[src/rtl/bag_pkg.sv]
package bag_pkg;
  typedef enum logic {
    ORD_LINEAR = 1'b0,
    ORD_XOR    = 1'b1
  } order_e;
endpackage

[src/rtl/bag_load_ctrl.sv]
module bag_load_ctrl (
  input  logic strobe_cpu_i,
  input  logic strobe_ctl_i,
  input  logic cen_i,
  input  logic adv_i,
  output logic load_o,
  output logic step_o
);
  logic ctl_qual;

  // controller strobe needs chip enable; processor strobe does not
  assign ctl_qual = strobe_ctl_i & cen_i;
  assign load_o   = strobe_cpu_i | ctl_qual;
  assign step_o   = adv_i & ~load_o;
endmodule

[src/rtl/bag_beat_cnt.sv]
module bag_beat_cnt #(
  parameter int BEAT_W = 2
) (
  input  logic              clk_i,
  input  logic              rst_ni,
  input  logic              clear_i,
  input  logic              step_i,
  output logic [BEAT_W-1:0] beat_o
);
  logic [BEAT_W-1:0] beat_q;

  always_ff @(posedge clk_i or negedge rst_ni) begin
    if (!rst_ni)      beat_q <= '0;
    else if (clear_i) beat_q <= '0;
    else if (step_i)  beat_q <= beat_q + 1'b1;  // natural wrap
  end

  assign beat_o = beat_q;
endmodule

[src/rtl/bag_order_map.sv]
module bag_order_map
  import bag_pkg::*;
#(
  parameter int BEAT_W = 2
) (
  input  logic [BEAT_W-1:0] start_i,
  input  logic [BEAT_W-1:0] beat_i,
  input  order_e            order_i,
  output logic [BEAT_W-1:0] low_o
);
  logic [BEAT_W-1:0] lin_low;
  logic [BEAT_W-1:0] xor_low;

  assign lin_low = start_i + beat_i;

  for (genvar b = 0; b < BEAT_W; b++) begin : g_xor
    assign xor_low[b] = start_i[b] ^ beat_i[b];
  end

  always_comb begin
    unique case (order_i)
      ORD_XOR: low_o = xor_low;
      default: low_o = lin_low;
    endcase
  end
endmodule

[src/rtl/bag_burst_addr.sv]
module bag_burst_addr
  import bag_pkg::*;
#(
  parameter int ADDR_W = 20,
  parameter int BEAT_W = 2
) (
  input  logic              clk_i,
  input  logic              rst_ni,
  input  logic              strobe_cpu_i,
  input  logic              strobe_ctl_i,
  input  logic              cen_i,
  input  logic              adv_i,
  input  logic              order_i,
  input  logic [ADDR_W-1:0] addr_i,
  output logic [ADDR_W-1:0] addr_o
);
  localparam int HI_W = ADDR_W - BEAT_W;

  logic              load;
  logic              step;
  logic [ADDR_W-1:0] base_q;
  order_e            order_q;
  logic [BEAT_W-1:0] beat;
  logic [BEAT_W-1:0] low;

  bag_load_ctrl u_load (
    .strobe_cpu_i (strobe_cpu_i),
    .strobe_ctl_i (strobe_ctl_i),
    .cen_i        (cen_i),
    .adv_i        (adv_i),
    .load_o       (load),
    .step_o       (step)
  );

  always_ff @(posedge clk_i or negedge rst_ni) begin
    if (!rst_ni) begin
      base_q  <= '0;
      order_q <= ORD_LINEAR;
    end else if (load) begin
      base_q  <= addr_i;
      order_q <= order_e'(order_i);  // order latched only here
    end
  end

  bag_beat_cnt #(.BEAT_W(BEAT_W)) u_cnt (
    .clk_i   (clk_i),
    .rst_ni  (rst_ni),
    .clear_i (load),
    .step_i  (step),
    .beat_o  (beat)
  );

  bag_order_map #(.BEAT_W(BEAT_W)) u_map (
    .start_i (base_q[BEAT_W-1:0]),
    .beat_i  (beat),
    .order_i (order_q),
    .low_o   (low)
  );

  assign addr_o = {base_q[ADDR_W-1:BEAT_W], low};

  initial begin
    if (HI_W < 1) $error("ADDR_W must exceed BEAT_W");
  end
endmodule

[config.mk]
export PLATFORM = sky130hd
export DESIGN_NAME = bag_burst_addr
export DESIGN_NICKNAME = d
export VERILOG_FILES = /design/src/rtl/bag_pkg.sv /design/src/rtl/bag_load_ctrl.sv /design/src/rtl/bag_beat_cnt.sv /design/src/rtl/bag_order_map.sv /design/src/rtl/bag_burst_addr.sv
export SDC_FILE = /design/constraint.sdc
export NUM_CORES = 1
export LEC_CHECK = 0
export ABC_AREA = 1
export BUFFER_PORTS_ARGS = -buffer_cell sky130_fd_sc_hd__buf_2
export CAP_MARGIN = 30
export CORE_MARGIN = 3
export CORE_UTILIZATION = 40
export DETAILED_ROUTE_END_ITERATION = 8
export GPL_TIMING_DRIVEN = 0
export PLACE_DENSITY_LB_ADDON = 0.12
export SYNTH_ARGS = -nofsm -noshare
export SYNTH_HDL_FRONTEND = slang
export SYNTH_HIERARCHICAL = 1
export SYNTH_SLANG_ARGS = --single-unit
[constraint.sdc]
create_clock -name clk_i -period 2.4 [get_ports clk_i]
set_input_delay 0.12 -clock clk_i [delete_from_list [all_inputs] [get_ports clk_i]]
set_output_delay 0.12 -clock clk_i [all_outputs]
set_load 0.01 [all_outputs]
* Word level (Yosys, flattened, before mapping)
Cells that the tools add are included.
** Cells by class
- Add/sub/neg operators :: 2
- Mux-type cells :: 3
- Bitwise operators :: 6
- Reductions and logical operators :: 1
** Operator list (count)
- $mux 2 :: 3
- $add 2x1->2 const B :: 1
- $add 2x2->2 :: 1
- $and 1x1->1 :: 2
- $reduce_bool 2->1 :: 1
- $xor 1x1->1 :: 2
- $not 1->1 :: 1
- $or 1x1->1 :: 1
** Word-level totals
- Register bits after elaboration :: 23
- Input bits :: 27
- Output and inout port bits :: 20
- Logic and storage cells :: 15

* Logic depth before layout (Yosys ltp)
- Depth after elaboration :: 6
- Depth in mapped cells :: 6
- Gate-level depth less buffers :: 6

* Modules after synthesis
The synthesis kept the hierarchy.
** Modules (own cells, without submodules)
- bag_burst_addr :: instances 1, cells an instance 107, area an instance 938.4 um^2, sequential area each 525.5 um^2
- bag_beat_cnt :: instances 1, cells an instance 11, area an instance 86.3 um^2, sequential area each 50.0 um^2
- bag_order_map :: instances 1, cells an instance 15, area an instance 67.6 um^2, sequential area each 0.0 um^2
- bag_load_ctrl :: instances 1, cells an instance 5, area an instance 23.8 um^2, sequential area each 0.0 um^2

* Least setup slack after synthesis
Ideal clock, no wire load.
- Kind :: reg2out
- Start :: register u_cnt.beat_q[0], in the netlist u_cnt/beat_o[0]
- End :: output addr_o[1]
- Data arrival time :: 0.841 ns
- Data required time :: 2.280 ns
- Setup slack :: 1.439 ns
- Cell stages (with the launch flop) :: 7
- Buffers on the path :: 0
- Cells stage by stage :: dfrtp_1 ha_1 inv_1 nor2_1 nand3_1 nand2_1 inv_1
** On the way
- Word-level cells in the longest chain between the ends :: 2
** Ends and longest elaborated chain
- start: declaration :: line bag_beat_cnt.sv:10 : logic [BEAT_W-1:0] beat_q;
- start signal: assignment :: line bag_beat_cnt.sv:15 : else if (step_i) beat_q <= beat_q + 1'b1;
- $add 2x2->2 :: line bag_order_map.sv:14 : assign lin_low = start_i + beat_i;
- $mux 2 :: line bag_order_map.sv:21 : unique case (order_i)
- end: declaration :: line bag_burst_addr.sv:15 : output logic [ADDR_W-1:0] addr_o
Every way passes these cells.

* Worst setup path in the final report
Same ends and word-level chain as after synthesis.

==> run metrics <==
cells along the critical path ha_1 > inv_1 > nor2_1 > nand3_1 > nand2_1 > inv_1 > buf_2; Pwr Density 564 mW/mm²; R2R Setup Slk 1.66 ns; Clock Sinks 23; register bit total from synthesis 23; vias in the first global route 916; CP most frequent cell inv_1; crit path max fanout 5; footprint of the multi-input gates 334 µm²; Mean Syn Cell Area 8.09 µm²; Startpoint Class flop; Inserted Clock Buffers 3; sequential fraction of the synthesis area 51.6%; FF+latch area 576 µm²; DIE WIDTH 58.8 µm; final WL 2.19 mm; post-route minimum period 1.47 ns; drt wl/cell 9.99 µm; die area 0.00346 mm²; via count 946; Syn Inst Count 138; min-delay src addr_i[2]; Cells after DPL 214; top cells by area, synth dfrtp_1 52%, nand2_1 25%, buf_4 13%, inv_1 2.7%, buf_6 2.0%; mean number of vias per cell 4.32; final hold viol count 0; Netlist Area Pre-Place 0.00112 mm²; status complete, no violations; Rel. slew slack 66.3%; HPWL Detailed 1.71 mm; DRC violations left 0; Worst Setup Path Type reg -> out; fin. max-slew vios 0; area share of the leading cell type in the synthesized netlist 51.6%; critical path data arrival time 1.35 ns; leak pwr 0.000864 µW; first-pass GRT wire length 3.75 mm; pre-CTS setup slack 1.25 ns; drt pass-1 iters 5; io pins 47; postcts setup bufs 0; fin crit share 61.1%; share of cells above drive strength 1 39.2%; post-route ant nets 0; worst-case clock buffer depth 2; Largest delay share family, worst path flip-flops; Setup-failing EPs final 0; worst-skew pair later-pin latency 0.29 ns; Initial Util 43.5%; Final WS setup 0.934 ns; delay of the slowest critical-path stage 0.43 ns; max-cap check violation count 0; crit path max-delay cell type dfrtp_1; CTS root buf clkbuf_4; Least-Margin Pin Slew 0.505 ns; CP endpoint kind output pin; post-synth top area cell dfrtp_1; critical path buffer and inverter count 3; 1st-iter DRT viols 53; Worst Skew 0.000114 ns; CTS tree yes; H-tree depth 1; final core occ 55.3%; Synth Warn # 6; Critical Path RT 2.28 ns; CTS clk-pin slew, worst paths 0.12 ns; initial antenna violation count 0; GRT overflow 0; Peak Freq 0.682 GHz; RR Startpoint u_cnt/beat_o[0]; Filler cells 260; NumNets Final 218; end of the worst register-to-register path u_cnt/beat_o[1]; n_diodes 0; Yosys cell types 12; Std-Cell Rows 18; core area 0.00257 mm²; maximum VDD drop 0.316 mV; setup_tns 0 ns; final std cells w/o fill 219; Synth Net Count 166; hold-critical path endpoint base_q[2]; WHS Path Cells 3; Die Ht 58.8 µm; R2R depth 2; type of the worst min-delay path in -> reg; GRT Total Usage 13.9%; gp weighted congestion 0.675; port bufs 46; RSZ-0062 raised after global routing false; Syn-to-layout area delta 27.2%; largest net degree at the start of global routing 24
[tightest hold or removal path, stage by stage]
cell	delay [ns]
buf_2	0.07
nand2_1	0.04
nand2_1	0.05
[state kept, by name (all words and copies together) (netlist names)]
| name | count |
|---|---|
| u_cnt/beat_o | 2 |
| base_q | 20 |
| order_q | 1 |
[worst max path at each step]
| stage | start | endpoint | slack, ns | cells past startpoint |
|---|---|---|---|---|
| final | u_cnt/beat_o[0] | addr_o[1] | 0.93 | 7 |
| after global routing | u_cnt/beat_o[0] | addr_o[1] | 0.80 | 7 |
| after CTS | u_cnt/beat_o[0] | addr_o[1] | 0.91 | 7 |
| after detailed placement | u_cnt/beat_o[0] | addr_o[1] | 1.25 | 7 |
| after global placement | u_cnt/beat_o[0] | addr_o[1] | 1.31 | 7 |
| after floorplan | u_cnt/beat_o[0] | addr_o[1] | 1.44 | 6 |
[what timing repair did]
item                                   CTS  global route
hold buffers                             1             0
endpoints found under the hold margin   23             0
gates resized for setup                  0             0
[synthesized netlist by cell type]
cell     instances
nand3_1          3
inv_2            1
buf_6            2
nor2_2           1
a21oi_1          1
ha_1             1
nor2_1           4
nand2_1         73
buf_4           20
dfrtp_1         23
nand2_2          1
inv_1            8
[report_power, final]
part           internal (µW)  switching (µW)
clock                   64.6             103
combinational            100            89.9
sequential               422            20.4
total                    587             214
[placed cells by master (no fill, tap or decap)]
cell,n
a21oi_1,1
nand2_2,1
buf_6,2
ha_1,1
nand3_1,3
nand2_1,73
dfrtp_1,23
nor2_1,4
clkbuf_1,1
inv_2,1
nor2_2,1
inv_1,8
dlygate4sd3_1,1
buf_2,46
clkbuf_4,3
buf_4,20
[final cells by class]
type | instances | area share [%]
buffer | 22 | 12.2
tap | 30 | 2.64
multi-input combinational | 84 | 23.5
inverter | 9 | 2.38
timing repair buffer | 47 | 16.9
clock buffer | 4 | 1.85
sequential | 23 | 40.5
[through the flow]
stage | instance area [µm²] | power [µW] | hold WS [ns]
final | 1420 | 800 | 0.0121
after global routing | 1420 | 861 | 0.00932
after CTS | 1420 | 818 | 0.0000339
after detailed placement | 1380 | 643 | 0.117
after global placement | 1380 | 636 | 0.119
after floorplan | 1120 | 566 | -0.176
[routing by layer]
layer | track usage (%) | wire, µm
met1 | 17.7 | 888
met2 | 24.3 | 1120
met3 | 2.85 | 168
met4 | 2.91 | 15
met5 | 0 | 0
[cells by family after synthesis]
family                     Yosys count  share of synthesized area, %
adders and majority gates            1                          1.12
buffers and inverters               31                          18.5
DFF                                 23                          51.6
AOI/OAI and AO/OA                    1                         0.448
and+or+nand+nor                     82                          28.4
(Power assumes the default switching activity.)
